File: src/rtl/tmr_pkg.sv
package tmr_pkg;
  localparam int OFS_CTRL = 0;
  localparam int OFS_STAT = 4;
  localparam int OFS_SRC  = 8;
  localparam int BIT_EN   = 31;
  localparam int BIT_PER  = 30;
  localparam int BIT_CLR  = 30;

  typedef struct packed {
    logic load;
    logic dec;
  } tmrStrobe_t;
endpackage

File: src/rtl/tmr_datapath.sv
module tmr_datapath
  import tmr_pkg::*;
#(
  parameter int CNT_W = 28
) (
  input  logic             clk,
  input  logic             rstN,
  input  tmrStrobe_t       strobe,
  input  logic [CNT_W-1:0] loadValue,
  output logic             isZero
);
  logic [CNT_W-1:0] count;

  always_ff @(posedge clk or negedge rstN) begin
    if (!rstN) begin
      count <= '0;
    end else if (strobe.load) begin
      count <= loadValue;
    end else if (strobe.dec) begin
      count <= count - 1'b1;
    end
  end

  assign isZero = (count == '0);

  AST_LOAD_TAKES_VALUE: assert property (@(posedge clk) disable iff (!rstN)
    strobe.load |=> count == $past(loadValue));
  AST_DEC_ONE_STEP: assert property (@(posedge clk) disable iff (!rstN)
    (strobe.dec && !strobe.load) |=> count == $past(count) - 1'b1);
  AST_DEC_NEVER_WRAPS: assert property (@(posedge clk) disable iff (!rstN)
    strobe.dec |-> !isZero);
  AST_HOLD_IDLE: assert property (@(posedge clk) disable iff (!rstN)
    (!strobe.dec && !strobe.load) |=> $stable(count));
endmodule

File: src/rtl/tmr_ctrl.sv
module tmr_ctrl
  import tmr_pkg::*;
#(
  parameter int CNT_W   = 28,
  parameter int NUM_SRC = 4,
  parameter int SEL_W   = 4,
  parameter int ADDR_W  = 4,
  parameter int DATA_W  = 32
) (
  input  logic              clk,
  input  logic              rstN,
  input  logic              wrEn,
  input  logic [ADDR_W-1:0] addr,
  input  logic [DATA_W-1:0] wdata,
  output logic [DATA_W-1:0] rdata,
  input  logic [NUM_SRC-1:0] tickIn,
  input  logic              isZero,
  output tmrStrobe_t        strobe,
  output logic [CNT_W-1:0]  loadValue,
  output logic              expiryOut,
  output logic              irqOut
);
  localparam logic [ADDR_W-1:0] A_CTRL = ADDR_W'(OFS_CTRL);
  localparam logic [ADDR_W-1:0] A_STAT = ADDR_W'(OFS_STAT);
  localparam logic [ADDR_W-1:0] A_SRC  = ADDR_W'(OFS_SRC);

  logic             running;
  logic             periodic;
  logic [CNT_W-1:0] reloadReg;
  logic             pending;
  logic [SEL_W-1:0] srcSel;

  logic             wrCtrl;
  logic             wrStat;
  logic             wrSrc;
  logic             clrReq;
  logic             tickSel;
  logic             expire;
  logic [NUM_SRC-1:0] srcHit;

  assign wrCtrl = wrEn && (addr == A_CTRL);
  assign wrStat = wrEn && (addr == A_STAT);
  assign wrSrc  = wrEn && (addr == A_SRC);
  assign clrReq = wrStat && wdata[BIT_CLR];

  // one comparator per source; an out-of-range select matches none
  for (genvar g = 0; g < NUM_SRC; g++) begin : gSrc
    assign srcHit[g] = tickIn[g] && (srcSel == SEL_W'(g));
  end
  assign tickSel = |srcHit;

  // a control write in the same cycle owns the counter
  assign expire     = running && tickSel && isZero && !wrCtrl;
  assign strobe.dec = running && tickSel && !isZero && !wrCtrl;
  assign strobe.load = (wrCtrl && wdata[BIT_EN]) || (expire && periodic);
  assign loadValue  = wrCtrl ? wdata[CNT_W-1:0] : reloadReg;

  always_ff @(posedge clk or negedge rstN) begin
    if (!rstN) begin
      running   <= 1'b0;
      periodic  <= 1'b0;
      reloadReg <= '0;
      srcSel    <= '0;
    end else begin
      if (wrCtrl) begin
        running   <= wdata[BIT_EN];
        periodic  <= wdata[BIT_PER];
        reloadReg <= wdata[CNT_W-1:0];
      end else if (expire && !periodic) begin
        running <= 1'b0;
      end
      if (wrSrc) begin
        srcSel <= wdata[SEL_W-1:0];
      end
    end
  end

  always_ff @(posedge clk or negedge rstN) begin
    if (!rstN) begin
      pending   <= 1'b0;
      expiryOut <= 1'b0;
    end else begin
      expiryOut <= expire;
      if (expire) begin
        pending <= 1'b1;
      end else if (clrReq) begin
        pending <= 1'b0;
      end
    end
  end

  assign irqOut = pending;

  always_comb begin
    rdata = '0;
    unique case (addr)
      A_CTRL: begin
        rdata[BIT_EN]      = running;
        rdata[BIT_PER]     = periodic;
        rdata[CNT_W-1:0]   = reloadReg;
      end
      A_STAT: rdata[BIT_CLR] = pending;
      A_SRC:  rdata[SEL_W-1:0] = srcSel;
      default: rdata = '0;
    endcase
  end

  AST_PULSE_MEANS_PENDING: assert property (@(posedge clk) disable iff (!rstN)
    expiryOut |-> pending);
  AST_PULSE_NEEDS_RUN: assert property (@(posedge clk) disable iff (!rstN)
    expiryOut |-> $past(running));
  AST_ONESHOT_HALTS: assert property (@(posedge clk) disable iff (!rstN)
    (expire && !periodic) |=> !running);
  AST_PERIODIC_KEEPS_RUN: assert property (@(posedge clk) disable iff (!rstN)
    (expire && periodic) |=> running);
  AST_SET_BEATS_CLEAR: assert property (@(posedge clk) disable iff (!rstN)
    (expire && clrReq) |=> pending);
  AST_CLEAR_WORKS: assert property (@(posedge clk) disable iff (!rstN)
    (clrReq && !expire) |=> !pending);
  AST_STOP_HALTS: assert property (@(posedge clk) disable iff (!rstN)
    (wrCtrl && !wdata[BIT_EN]) |=> (!running && !expiryOut));
  AST_WRITE_BEATS_TICK: assert property (@(posedge clk) disable iff (!rstN)
    wrCtrl |=> !expiryOut);
endmodule

File: src/rtl/periodic_down_timer.sv
module periodic_down_timer
  import tmr_pkg::*;
#(
  parameter int CNT_W   = 28,
  parameter int NUM_SRC = 4,
  parameter int SEL_W   = 4,
  parameter int ADDR_W  = 4,
  parameter int DATA_W  = 32
) (
  input  logic               clk,
  input  logic               rstN,
  input  logic               regWrEn,
  input  logic [ADDR_W-1:0]  regAddr,
  input  logic [DATA_W-1:0]  regWdata,
  output logic [DATA_W-1:0]  regRdata,
  input  logic [NUM_SRC-1:0] tickIn,
  output logic               expiryOut,
  output logic               irqOut
);
  tmrStrobe_t       strobe;
  logic [CNT_W-1:0] loadValue;
  logic             isZero;

  tmr_ctrl #(
    .CNT_W(CNT_W), .NUM_SRC(NUM_SRC), .SEL_W(SEL_W),
    .ADDR_W(ADDR_W), .DATA_W(DATA_W)
  ) ctrl_i (
    .clk(clk), .rstN(rstN),
    .wrEn(regWrEn), .addr(regAddr), .wdata(regWdata), .rdata(regRdata),
    .tickIn(tickIn), .isZero(isZero),
    .strobe(strobe), .loadValue(loadValue),
    .expiryOut(expiryOut), .irqOut(irqOut)
  );

  tmr_datapath #(
    .CNT_W(CNT_W)
  ) dp_i (
    .clk(clk), .rstN(rstN),
    .strobe(strobe), .loadValue(loadValue), .isZero(isZero)
  );
endmodule

File: config.mk
export PLATFORM = sky130hd
export DESIGN_NAME = periodic_down_timer
export DESIGN_NICKNAME = d
export VERILOG_FILES = /design/src/rtl/tmr_pkg.sv /design/src/rtl/tmr_datapath.sv /design/src/rtl/tmr_ctrl.sv /design/src/rtl/periodic_down_timer.sv
export SDC_FILE = /design/constraint.sdc
export NUM_CORES = 1
export LEC_CHECK = 0
export BUFFER_PORTS_ARGS = -buffer_cell sky130_fd_sc_hd__buf_2
export CAP_MARGIN = 20
export CORE_ASPECT_RATIO = 1.25
export CORE_MARGIN = 4
export CORE_UTILIZATION = 35
export DETAILED_ROUTE_END_ITERATION = 6
export GPL_TIMING_DRIVEN = 0
export PLACE_DENSITY = 0.55
export SYNTH_ARGS = -nofsm -noshare
export SYNTH_HDL_FRONTEND = slang
export SYNTH_SLANG_ARGS = --single-unit
File: constraint.sdc
create_clock -name clk -period 2.6 [get_ports clk]
set_input_delay 0.78 -clock clk [delete_from_list [all_inputs] [get_ports clk]]
set_output_delay 0.78 -clock clk [all_outputs]
set_load 0.005 [all_outputs]
### Yosys cells after proc, flatten, opt, wreduce, memory -nomap -nowiden

Cells that the tools add are included.

* flip-flop bits (word level): 64
* bits in latches: 0
* bits in writable memories: 0
* ROM bits: 0
* bits of input ports: 43
* memories kept: 0

* add/sub/neg operators: 1
* multipliers: 0
* div/mod/pow operators: 0
* order comparisons: 0
* equality and inequality tests: 5
* shifts and indexed selects: 0
* muxes and demuxes: 11
* bitwise operators: 0
* reduce and logical (&&, ||, !) cells: 27

Operators by type and width (number)
* 28-bit 2-to-1 mux: 3
* 28-bit zero test: 1
* 28-bit by 1-bit subtractor with 28-bit output, second input constant: 1
* 24-bit 2-to-1 mux: 1
* 1-bit logical AND: 16
* 4-bit by 2-bit == test with 1-bit output, second input constant: 2
* 4-bit zero test: 2
* 4-bit case mux with 2 select lines: 1
* 2-bit nonzero test: 3
* 1-bit 2-to-1 mux: 5
* 4-bit by 1-bit == test with 1-bit output, second input constant: 1
* 4-bit by 3-bit == test with 1-bit output, second input constant: 1
* 4-bit == test, second input constant: 1
* 4-bit OR reduction: 1
* 1-bit zero test: 3
* 1-bit case mux with 2 select lines: 1
* 1-bit logical OR: 1

### Depth between registers and ports, before layout

Gate-level depths: netlist (run 1).

* word-level depth: 9
* gate-level depth with buffers: 10
* gate-level depth less buffers: 8

### Cells and area by module

Synthesis (run 1) repeated with hierarchy kept, for this count alone.

* cell total of the unflattened synthesis: 317
* area, all modules: 3372.0 µm²

Modules (own cells, without submodules)
* tmr_ctrl: times used 1, cells an instance 134, area an instance 1716.6 µm²
* tmr_datapath: times used 1, cells an instance 183, area an instance 1655.3 µm²

### Worst setup path before layout (run 1)

No wires, ideal clock.

* path type: in2reg
* start: input port regAddr[1]
* end: register dp_i.count[13]
* arrival time: 2.723 ns
* required time: 2.474 ns
* path slack: -0.249 ns
* cell stages on the path: 10
* path buffers: 4
* path through: or3_1 > buf_2 > or3b_1 > clkbuf_1 > and3_1 > buf_6 > nand3_1 > nand2_2 > buf_2 > a221o_1

* cells in the longest elaborated chain, start to end: 7

Ends and longest elaborated chain
* start: declaration: RTL line periodic_down_timer.sv:13 `input logic [ADDR_W-1:0] regAddr,`
* 4-bit zero test (*): RTL line tmr_ctrl.sv:41 `assign wrCtrl = wrEn && (addr == A_CTRL);`
* 1-bit logical AND (*): RTL line tmr_ctrl.sv:41
* 1-bit zero test: RTL line tmr_ctrl.sv:53, tmr_ctrl.sv:54
* 1-bit logical AND: RTL line tmr_ctrl.sv:53 `assign expire = running && tickSel && isZero && !wrCtrl;`
* 1-bit logical AND: RTL line tmr_ctrl.sv:55 `assign strobe.load = (wrCtrl && wdata[BIT_EN]) || (expire && periodic);`
* 1-bit logical OR: RTL line tmr_ctrl.sv:55
* 28-bit 2-to-1 mux or 2-bit nonzero test (tied branches)
* end signal: assignment: RTL line tmr_datapath.sv:18 `count <= loadValue;`
* end signal: assignment: RTL line tmr_datapath.sv:20 `count <= count - 1'b1;`
* end: declaration: RTL line tmr_datapath.sv:12 `logic [CNT_W-1:0] count;`

Mark *: on every way between the ends. The rest lies on a longest branch, timed or not.
A chain may end at the register's enable or synchronous reset.

### Worst setup path in the final report (run 1)

* start: input port regAddr[0]
* end: output port regRdata[7]

* cells in the longest elaborated chain, start to end: 2

Ends and longest elaborated chain
* 4-bit zero test: RTL line tmr_ctrl.sv:96 `unique case (addr)`
* 24-bit 2-to-1 mux: RTL line tmr_ctrl.sv:96
* end: declaration: RTL line periodic_down_timer.sv:15 `output logic [DATA_W-1:0] regRdata,`

Every way passes these cells.

==> results of run 1 <==
[final cells by class]
cell class	instances	area, um2	share of cell area (%)
multi-input combinational	288	1960	38.9
sequential	64	1600	31.8
timing repair buffer	98	743	14.8
clock buffer	9	225	4.47
buffer	19	180	3.58
tap	126	158	3.13
clock inverter	7	120	2.38
inverter	13	48.8	0.968
[flip-flops by register name, indices dropped and copies added (netlist names)]
signal	cells
dp_i.count	28
ctrl_i.expiryOut	1
ctrl_i.irqOut	1
ctrl_i.periodic	1
ctrl_i.srcSel	4
ctrl_i.running	1
ctrl_i.reloadReg	28
[synth_stat cells (all sizes together), types with 2 or more instances]
cell    number
nand2       75
dfrtp       64
and2        27
nor2        27
nor3        21
buf         14
mux2i       14
a221o       13
inv         13
nor4        10
nor3b        9
clkbuf       8
nand3        8
o21ai        8
o21bai       6
or3          6
and3         5
o211ai       5
xnor2        5
a211o        4
a21oi        4
mux2         4
nand3b       4
o21a         4
or4          4
a211oi       3
a22o         2
ha           2
nand4        2
o221ai       2
o32a         2
or3b         2
[worst max-delay path, cell delays in order]
cell and delay [ps]:
buf_2 110, or3_4 400, nor2_4 120, buf_12 150
clkbuf_16 150, and2_4 140, buf_6 80
[per-stage QoR]
step	utilization (%)	hold WS, ps	std cells	power, mW
floorplan	-	457	387	2.57
global placement	42.3	479	584	2.95
detailed placement	42.3	483	584	2.97
CTS	49.4	497	618	4.51
global route	51.6	530	624	4.97
finish	51.6	491	624	4.68
[repair_timing]
item | CTS | global route
buffers inserted | 15 | 8
endpoints found under the setup margin | 55 | 60
pin swaps | 18 | 12
resized for setup | 36 | 45
hold endpoints to repair | 0 | 0
cloned | 4 | 0
[final timing paths]
check                                              start                       endpoint
setup / recovery                              regAddr[0]                    regRdata[7]
hold / removal             ctrl_i.reloadReg[5]$_DFF_PN0_  ctrl_i.reloadReg[5]$_DFF_PN0_
setup reg to reg              dp_i.count[19]$_DFFE_PN0P_      dp_i.count[4]$_DFFE_PN0P_
hold reg to reg            ctrl_i.reloadReg[5]$_DFF_PN0_  ctrl_i.reloadReg[5]$_DFF_PN0_
max in group asynchronous                           rstN    ctrl_i.periodic$_DFFE_PN0N_
min in group asynchronous                           rstN   ctrl_i.srcSel[0]$_DFFE_PN0P_
[placed cells by master, fill, tap and decap left out, drive strengths merged, types with 2 or more instances in the layout]
cell type,instances
o21bai,6
conb,2
o21ai,8
mux2,4
nand3,8
or3b,2
nand4,2
nor3b,9
o211ai,5
clkinv,3
a211oi,3
nor4,10
o32a,2
a22o,2
or4,4
o21a,4
a221o,13
nor3,21
mux2i,14
and2,27
a21oi,4
or3,6
nor2,27
buf,111
inv,13
xnor2,5
a211o,4
bufinv,3
nand3b,4
ha,2
dfrtp,64
o221ai,2
and3,5
nand2,75
clkbuf,15
[cell families after synthesis]
kind of cell,after synthesis
simple gates,203
mux,18
compound gates,57
flops,64
xor+xnor,6
other cells,1
buf+inv,35
fa+ha+maj,2
[report_power, final]
group / internal (mW) / switching (mW)
combinational: 0.756 / 0.882
clock: 0.937 / 0.466
sequential: 1.29 / 0.341
[routing by layer]
layer	vias up	GRT usage, %
met4	0	5.63
met5	-	0
met1	1597	24.8
met2	81	31.0
met3	14	3.92
li1	1578	-
==> flow_summary.json, run 1 <==
{
  "dr.pass1.iters": 4,
  "drcViolationCount": 0,
  "synth_ff_type": "dfrtp_1",
  "ir_drop_v": 0.000465,
  "cts_tree": "yes",
  "final_antenna_net_count": 0,
  "wl_met1_um": 4780,
  "setup_viol": 24,
  "clk-insertion-delay-late_ps": 340,
  "place_area_mm2": 0.00413,
  "status": "finished, violations left",
  "finalInstanceArea_mm2": 0.00504,
  "synthDistinctLibCells": 51,
  "placementRows": 40,
  "fill_cells": 931,
  "critPathCaptureType": "primary output",
  "die_w_um": 98.0,
  "dieArea_mm2": 0.0118,
  "clockBufferDepth": 2,
  "synthAdderAreaFrac_pct": 0.706,
  "areaGrowthSynthToFinish_pct": 42.1,
  "cts_made_buffers": 9,
  "postSynthAreaPerCell_um2": 9.18,
  "hold_buffers": 0,
  "startpoint_type": "input pin",
  "yosys.area_share.simple_pct": 29.2,
  "reg2reg_slack_ps": 40,
  "first_iter_violations": 166,
  "htreeDepth": 3,
  "drv_slew": 0,
  "ios": 77,
  "synth_top_area_cell": "dfrtp_1",
  "synth_area_mm2": 0.00354,
  "met2_length_um": 5540,
  "synth_edf_count": 0,
  "routed_wl_um": 11000,
  "tightest_slew_ps": 845,
  "worstPathRequired_ps": 1820,
  "cp_max_fo": 7,
  "ctsRootBufferMaster": "clkbuf_16",
  "top_layer_used": "met4",
  "synthMuxAreaShare_pct": 5.22,
  "finalHoldViolCount": 0,
  "reg2reg_depth": 8,
  "initial_core_util_pct": 36.3,
  "slew_headroom_pct": 43.7,
  "power.leakage_nw": 2.52,
  "power_density_mw_per_mm2": 928,
  "rsz0062_at_grt": "true",
  "clock-sinks": 64,
  "num_antenna_cells": 0,
  "hold_class": "reg2reg",
  "drt-wirelength-per-cell_um": 17.7,
  "wl_met3_um": 549,
  "synthTopCellsByArea": "dfrtp_1 (45%), nand2_1 (7.8%), and2_1 (4.8%)",
  "viasPerCell": 5.24,
  "hold_path_depth": 2,
  "fmax_ghz": 0.369,
  "max_cap_viol_count": 0,
  "globalRouteTotalUtil_pct": 18.8,
  "core_mm2": 0.00976,
  "drive_gt1_share_pct": 35.9,
  "ys_seq_area_share_pct": 45.2,
  "post-route-min-period_ps": 2710,
  "hpwl_um": 7160,
  "violations": "negative setup slack",
  "grt_pass1_wl_um": 17400,
  "port_buffers": 71,
  "ys_seq_elements": 64,
  "ys_warn_count": 0,
  "tns_ps": -1930,
  "fin_nets": 538,
  "antenna_found_initial": 0,
  "yosysTopAreaCellShare_pct": 45.2,
  "timing.final.crit_share_pct": 104,
  "clkTransAtPathRegs_ps": 60,
  "die_h_um": 121,
  "num_vias": 3270,
  "grt_max_degree": 65,
  "synth_top_family_by_area": "simple AND/OR/NAND/NOR gates",
  "gp_congestion": 0.876,
  "place_ws_ps": -794,
  "clock_skew_ps": 4.59,
  "fin_ws_ps": -108,
  "synthArstFlopShare_pct": 100,
  "arrival_ps": 1930,
  "syn_inst": 386,
  "grt_pass1_vias": 3215,
  "synth_compound_area_share_pct": 13.0,
  "path_class": "in2out",
  "grt-ovfl-total": 0,
  "synth_xor_area_share_pct": 1.48
}
Note: power is estimated with default switching activity, not from simulation.
==> inputs of run 2 (changes only) <==
- GPL_ROUTABILITY_DRIVEN: default -> 0
- REMOVE_ABC_BUFFERS: default -> 1
==> run 2 against run 1 <==
The run still ends with negative setup slack left. Die area did not move. Sequential share of layout area is 1.7 points higher. Final cell count down 2.7%. Clock power down 15%. Via count down 3.0%. Sequential cell count stayed put. Clock skew up 3.2 ps. Sequential power about the same. Final area is 5.0% lower. First-iteration DRC count is 18% lower. Global-route usage shrank 1.9 points.
==> flow_summary.json, run 2 (synthesized netlist as in run 1, its figures left out) <==
{
  "power.leakage_nw": 2.39,
  "power_density_mw_per_mm2": 896,
  "startpoint_type": "input pin",
  "dr.pass1.iters": 4,
  "largest_registers": "ctrl_i.reloadReg (28), dp_i.count (28), ctrl_i.srcSel (4)",
  "violations": "negative setup slack",
  "setup_viol": 26,
  "areaGrowthSynthToFinish_pct": 35.1,
  "clk-insertion-delay-late_ps": 330,
  "hold_buffers": 0,
  "viasPerCell": 5.22,
  "max_cap_viol_count": 0,
  "ctsRootBufferMaster": "clkbuf_16",
  "num_vias": 3171,
  "cts_made_buffers": 9,
  "dieArea_mm2": 0.0118,
  "antenna_found_initial": 0,
  "final_antenna_net_count": 0,
  "grt-ovfl-total": 0,
  "clock-sinks": 64,
  "critPathCaptureType": "primary output",
  "worstPathRequired_ps": 1820,
  "path_class": "in2out",
  "drcViolationCount": 0,
  "hold_class": "reg2reg",
  "die_w_um": 98.0,
  "slew_headroom_pct": 45.7,
  "globalRouteTotalUtil_pct": 16.8,
  "core_mm2": 0.00976,
  "tightest_slew_ps": 815,
  "place_area_mm2": 0.00399,
  "fin_nets": 521,
  "first_iter_violations": 136,
  "drive_gt1_share_pct": 33.3,
  "grt_max_degree": 65,
  "layout_common_cells": "nand2_1 (74), dfrtp_1 (64), buf_2 (60)",
  "arrival_ps": 1870,
  "finalInstanceArea_mm2": 0.00479,
  "ir_drop_v": 0.000309,
  "drt-wirelength-per-cell_um": 16.7,
  "finalHoldViolCount": 0,
  "routed_wl_um": 10100,
  "clockBufferDepth": 2,
  "htreeDepth": 3,
  "fin_total_pwr_mw": 4.29,
  "placementRows": 40,
  "fmax_ghz": 0.377,
  "drv_slew": 0,
  "seq_power_share_pct": 37.4,
  "num_antenna_cells": 0,
  "grt_pass1_vias": 3096,
  "swShare_pct": 36.3,
  "ios": 77,
  "fin_ws_ps": -49.6,
  "clock_skew_ps": 7.79,
  "rsz0062_at_grt": "true",
  "die_h_um": 121,
  "hold_slack_ps": 492,
  "switchingPower_mw": 1.56,
  "timing.final.crit_share_pct": 102,
  "cts_tree": "yes",
  "port_buffers": 72,
  "grt_pass1_wl_um": 15900,
  "initial_core_util_pct": 36.3,
  "post-route-min-period_ps": 2650,
  "p_comb_share_pct": 34.9,
  "final_common_cell": "nand2_1",
  "status": "finished, violations left",
  "clkTransAtPathRegs_ps": 50,
  "tns_ps": -849,
  "p_int_mw": 2.74,
  "cp_max_fo": 14,
  "pwr-share-clk_pct": 27.7,
  "hpwl_um": 6210
}
-- run 2: stage by stage --
stage	utilization [%]	setup slack (ps)	instances
detailed placement	40.9	-1330	566
CTS	46.8	-82.3	600
global route	49.1	-96.5	607
floorplan	-	-1010	365
finish	49.1	-49.6	607
global placement	40.3	-2520	563
-- run 2: what timing repair did --
action	4_1_cts	5_1_grt
resized for setup	23	38
pin swaps	12	21
buffers inserted	16	3
gates cloned	2	4
endpoints found under the setup margin	58	46
-- run 2: power by group through the flow --
stage / registers [mW] / clock network [mW] / logic, mW
after CTS: 1.59 / 1.23 / 1.42
after global placement: 1.57 / 0 / 1.30
after global routing: 1.65 / 1.27 / 1.67
final: 1.61 / 1.19 / 1.50
after detailed placement: 1.58 / 0 / 1.33
after floorplan: 1.51 / 0 / 1.01
-- run 2: path summary, 6_finish.rpt --
| path | startpoint | to | slack (ps) | cells after the start |
|---|---|---|---|---|
| max | regAddr[1] | regRdata[17] | -50 | 6 |
| min | ctrl_i.reloadReg[23]$_DFF_PN0_ | ctrl_i.reloadReg[23]$_DFF_PN0_ | 490 | 2 |
| max reg2reg | dp_i.count[19]$_DFFE_PN0P_ | dp_i.count[19]$_DFFE_PN0P_ | 20 | 8 |
| min reg2reg | ctrl_i.reloadReg[23]$_DFF_PN0_ | ctrl_i.reloadReg[23]$_DFF_PN0_ | 490 | 2 |
| max in group asynchronous | rstN | dp_i.count[24]$_DFFE_PN0P_ | 1510 | 1 |
| min in group asynchronous | rstN | ctrl_i.srcSel[3]$_DFFE_PN0P_ | 550 | 1 |
-- run 2: critical path, stage by stage --
cell    delay [ps]
buf_6           90
or3_4          400
nor2_4         190
buf_12         160
and2_1         130
buf_2          110
-- run 2: layout make-up --
type / count / area, um2
Multi-Input combinational cell: 293 / 1990
Sequential cell: 64 / 1600
Fill cell: 952 / 4970
Clock inverter: 1 / 7.51
Inverter: 13 / 48.8
Clock buffer: 15 / 298
Tap cell: 126 / 158
Timing Repair Buffer: 95 / 684
-- run 2: layer usage --
metal  track usage [%]  vias up  share of wire, %
met5                 0        -                 0
met4              5.71        0               1.3
met3              3.75       11               4.9
met2              26.5       86                48
met1              22.9     1518                46
li1                  -     1556                 -
==> inputs of run 3 (changes only) <==
- PLACE_DENSITY: 0.55 -> 0.52
- clock period: 2.6 -> 2.9 ns (I/O delays scaled with it)
==> run 3 against run 2 <==
The flow now finishes without violations. Sequential share of layout area rose by 2.4 points. Non-clock buffer count shrank 8. Final area shrank 6.7%. Hold slack gained 5.1 ps. Register-to-register slack better by 100 ps. Global-route usage is 0.23 points lower. Highest routed layer unchanged.
==> flow_summary.json, run 3 (synthesized netlist as in run 1, its figures left out) <==
{
  "status": "finished clean",
  "clockBufferDepth": 2,
  "fin_nets": 510,
  "drt-wirelength-per-cell_um": 16.2,
  "post-route-min-period_ps": 2830,
  "htreeDepth": 3,
  "initial_core_util_pct": 36.3,
  "antenna_found_initial": 0,
  "die_w_um": 98.0,
  "critPathCaptureType": "flop",
  "die_h_um": 121,
  "reg2reg_slack_ps": 120,
  "final_antenna_net_count": 0,
  "areaGrowthSynthToFinish_pct": 25.9,
  "cp_max_fo": 22,
  "slew_headroom_pct": 43.8,
  "grt-ovfl-total": 0,
  "timing.final.crit_share_pct": 97.6,
  "path_delay_family": "simple AND/OR/NAND/NOR gates",
  "clkTransAtPathRegs_ps": 50,
  "reg2reg_from": "dp_i.count[19]$_DFFE_PN0P_",
  "layout_common_cells": "nand2_1 (74), buf_2 (71), dfrtp_1 (64)",
  "power_density_mw_per_mm2": 819,
  "clk-insertion-delay-late_ps": 330,
  "endpoint": "dp_i.count[10]$_DFFE_PN0P_",
  "power.leakage_nw": 2.29,
  "final_util_pct": 45.7,
  "grt_pass1_vias": 3009,
  "clock_skew_ps": 5.20,
  "hold_slack_ps": 497,
  "ios": 77,
  "crit_chain": "buf_2 > or3_4 > or3b_4 > buf_16 > and3_2 > nand2b_4 > o21bai_1 > a221o_1",
  "slowest_stage": "or3_4",
  "worst-path-buf-inv": 2,
  "tns_ps": 0,
  "arrival_ps": 3050,
  "grt_max_degree": 65,
  "fmax_ghz": 0.353,
  "dr.pass1.iters": 4,
  "ir_drop_v": 0.000304,
  "tightest_slew_ps": 843,
  "clock-sinks": 64,
  "viasPerCell": 5.18,
  "hold_buffers": 0,
  "reg2reg_depth": 7,
  "dp.cells": 566,
  "hpwl_um": 6320,
  "num_vias": 3078,
  "startpoint": "regAddr[2]",
  "ctsRootBufferMaster": "clkbuf_16",
  "first_iter_violations": 161,
  "fin_ws_ps": 69.8,
  "finalInstanceArea_mm2": 0.00446,
  "cts_tree": "yes",
  "fin_total_pwr_mw": 3.65,
  "core_mm2": 0.00976,
  "hold_class": "reg2reg",
  "layout.cells.non_filler": 594,
  "port_buffers": 72,
  "largest_registers": "ctrl_i.reloadReg (28), dp_i.count (28), ctrl_i.srcSel (4)",
  "globalRouteTotalUtil_pct": 16.6,
  "r2r-end": "dp_i.count[10]$_DFFE_PN0P_",
  "grt_pass1_wl_um": 15600,
  "place_area_mm2": 0.00399,
  "dieArea_mm2": 0.0118,
  "finalHoldViolCount": 0,
  "num_antenna_cells": 0,
  "cp.depth": 8,
  "placementRows": 40,
  "worstPathRequired_ps": 3110,
  "place_ws_ps": -1260,
  "drcViolationCount": 0,
  "final_common_cell": "nand2_1",
  "routed_wl_um": 9610,
  "drive_gt1_share_pct": 26.7,
  "max_cap_viol_count": 0,
  "path_class": "in2reg",
  "cts_made_buffers": 9,
  "drv_slew": 0,
  "startpoint_type": "input pin",
  "setup_viol": 0,
  "slowest_delay_ps": 430
}
-- run 3: cell count changes in the layout (fill, tap and decap cells not counted), moves of 5 or more --
cell	before	now
buf_6	17	2
and2_4	10	0
buf_2	60	71
nor3_1	15	20
and2_1	16	27
nor3_2	6	1
-- run 3: repair_timing --
item,4_1_cts,5_1_grt
pin swaps,4,5
resized for setup,13,5
gates cloned,1,1
endpoints found under the setup margin,54,45
setup buffers,5,7
-- run 3: area by class of cell --
cell class                      instances  area (um2)
Clock buffer                           14         274
Fill cell                             993        5300
Inverter                               13        48.8
Multi-Input combinational cell        290        1860
Sequential cell                        64        1600
Tap cell                              126         158
Timing Repair Buffer                   87         523
-- run 3: power breakdown --
group          switching (mW)  internal, mW
registers               0.253          1.16
logic                   0.702         0.530
clock network           0.367         0.639
total                    1.32          2.33
-- run 3: tightest hold or removal path, cell delays in order, from the launching register on --
cell and delay (ps):
dfrtp_1 330, nand2_1 50, nand2_1 80
-- run 3: worst min-delay path by stage --
stage / from / endpoint / slack (ps) / depth (start not counted)
2_1_floorplan: ctrl_i.reloadReg[10]$_DFF_PN0_ / ctrl_i.reloadReg[10]$_DFF_PN0_ / 460 / 2
3_3_place_gp: ctrl_i.irqOut$_DFFE_PN0P_ / ctrl_i.irqOut$_DFFE_PN0P_ / 480 / 2
3_5_place_dp: ctrl_i.reloadReg[13]$_DFF_PN0_ / ctrl_i.reloadReg[13]$_DFF_PN0_ / 480 / 2
4_1_cts: ctrl_i.reloadReg[10]$_DFF_PN0_ / ctrl_i.reloadReg[10]$_DFF_PN0_ / 500 / 2
5_1_grt: ctrl_i.irqOut$_DFFE_PN0P_ / ctrl_i.irqOut$_DFFE_PN0P_ / 530 / 2
6_report: ctrl_i.reloadReg[4]$_DFF_PN0_ / ctrl_i.reloadReg[4]$_DFF_PN0_ / 500 / 2
-- run 3: per-layer routing --
layer | up-vias | track usage [%] | share of wire, %
met5 | - | 0 | 0
met4 | 0 | 7.79 | 1.9
met3 | 12 | 3.40 | 4.2
met2 | 78 | 25.8 | 48
met1 | 1467 | 22.2 | 46
li1 | 1521 | - | -
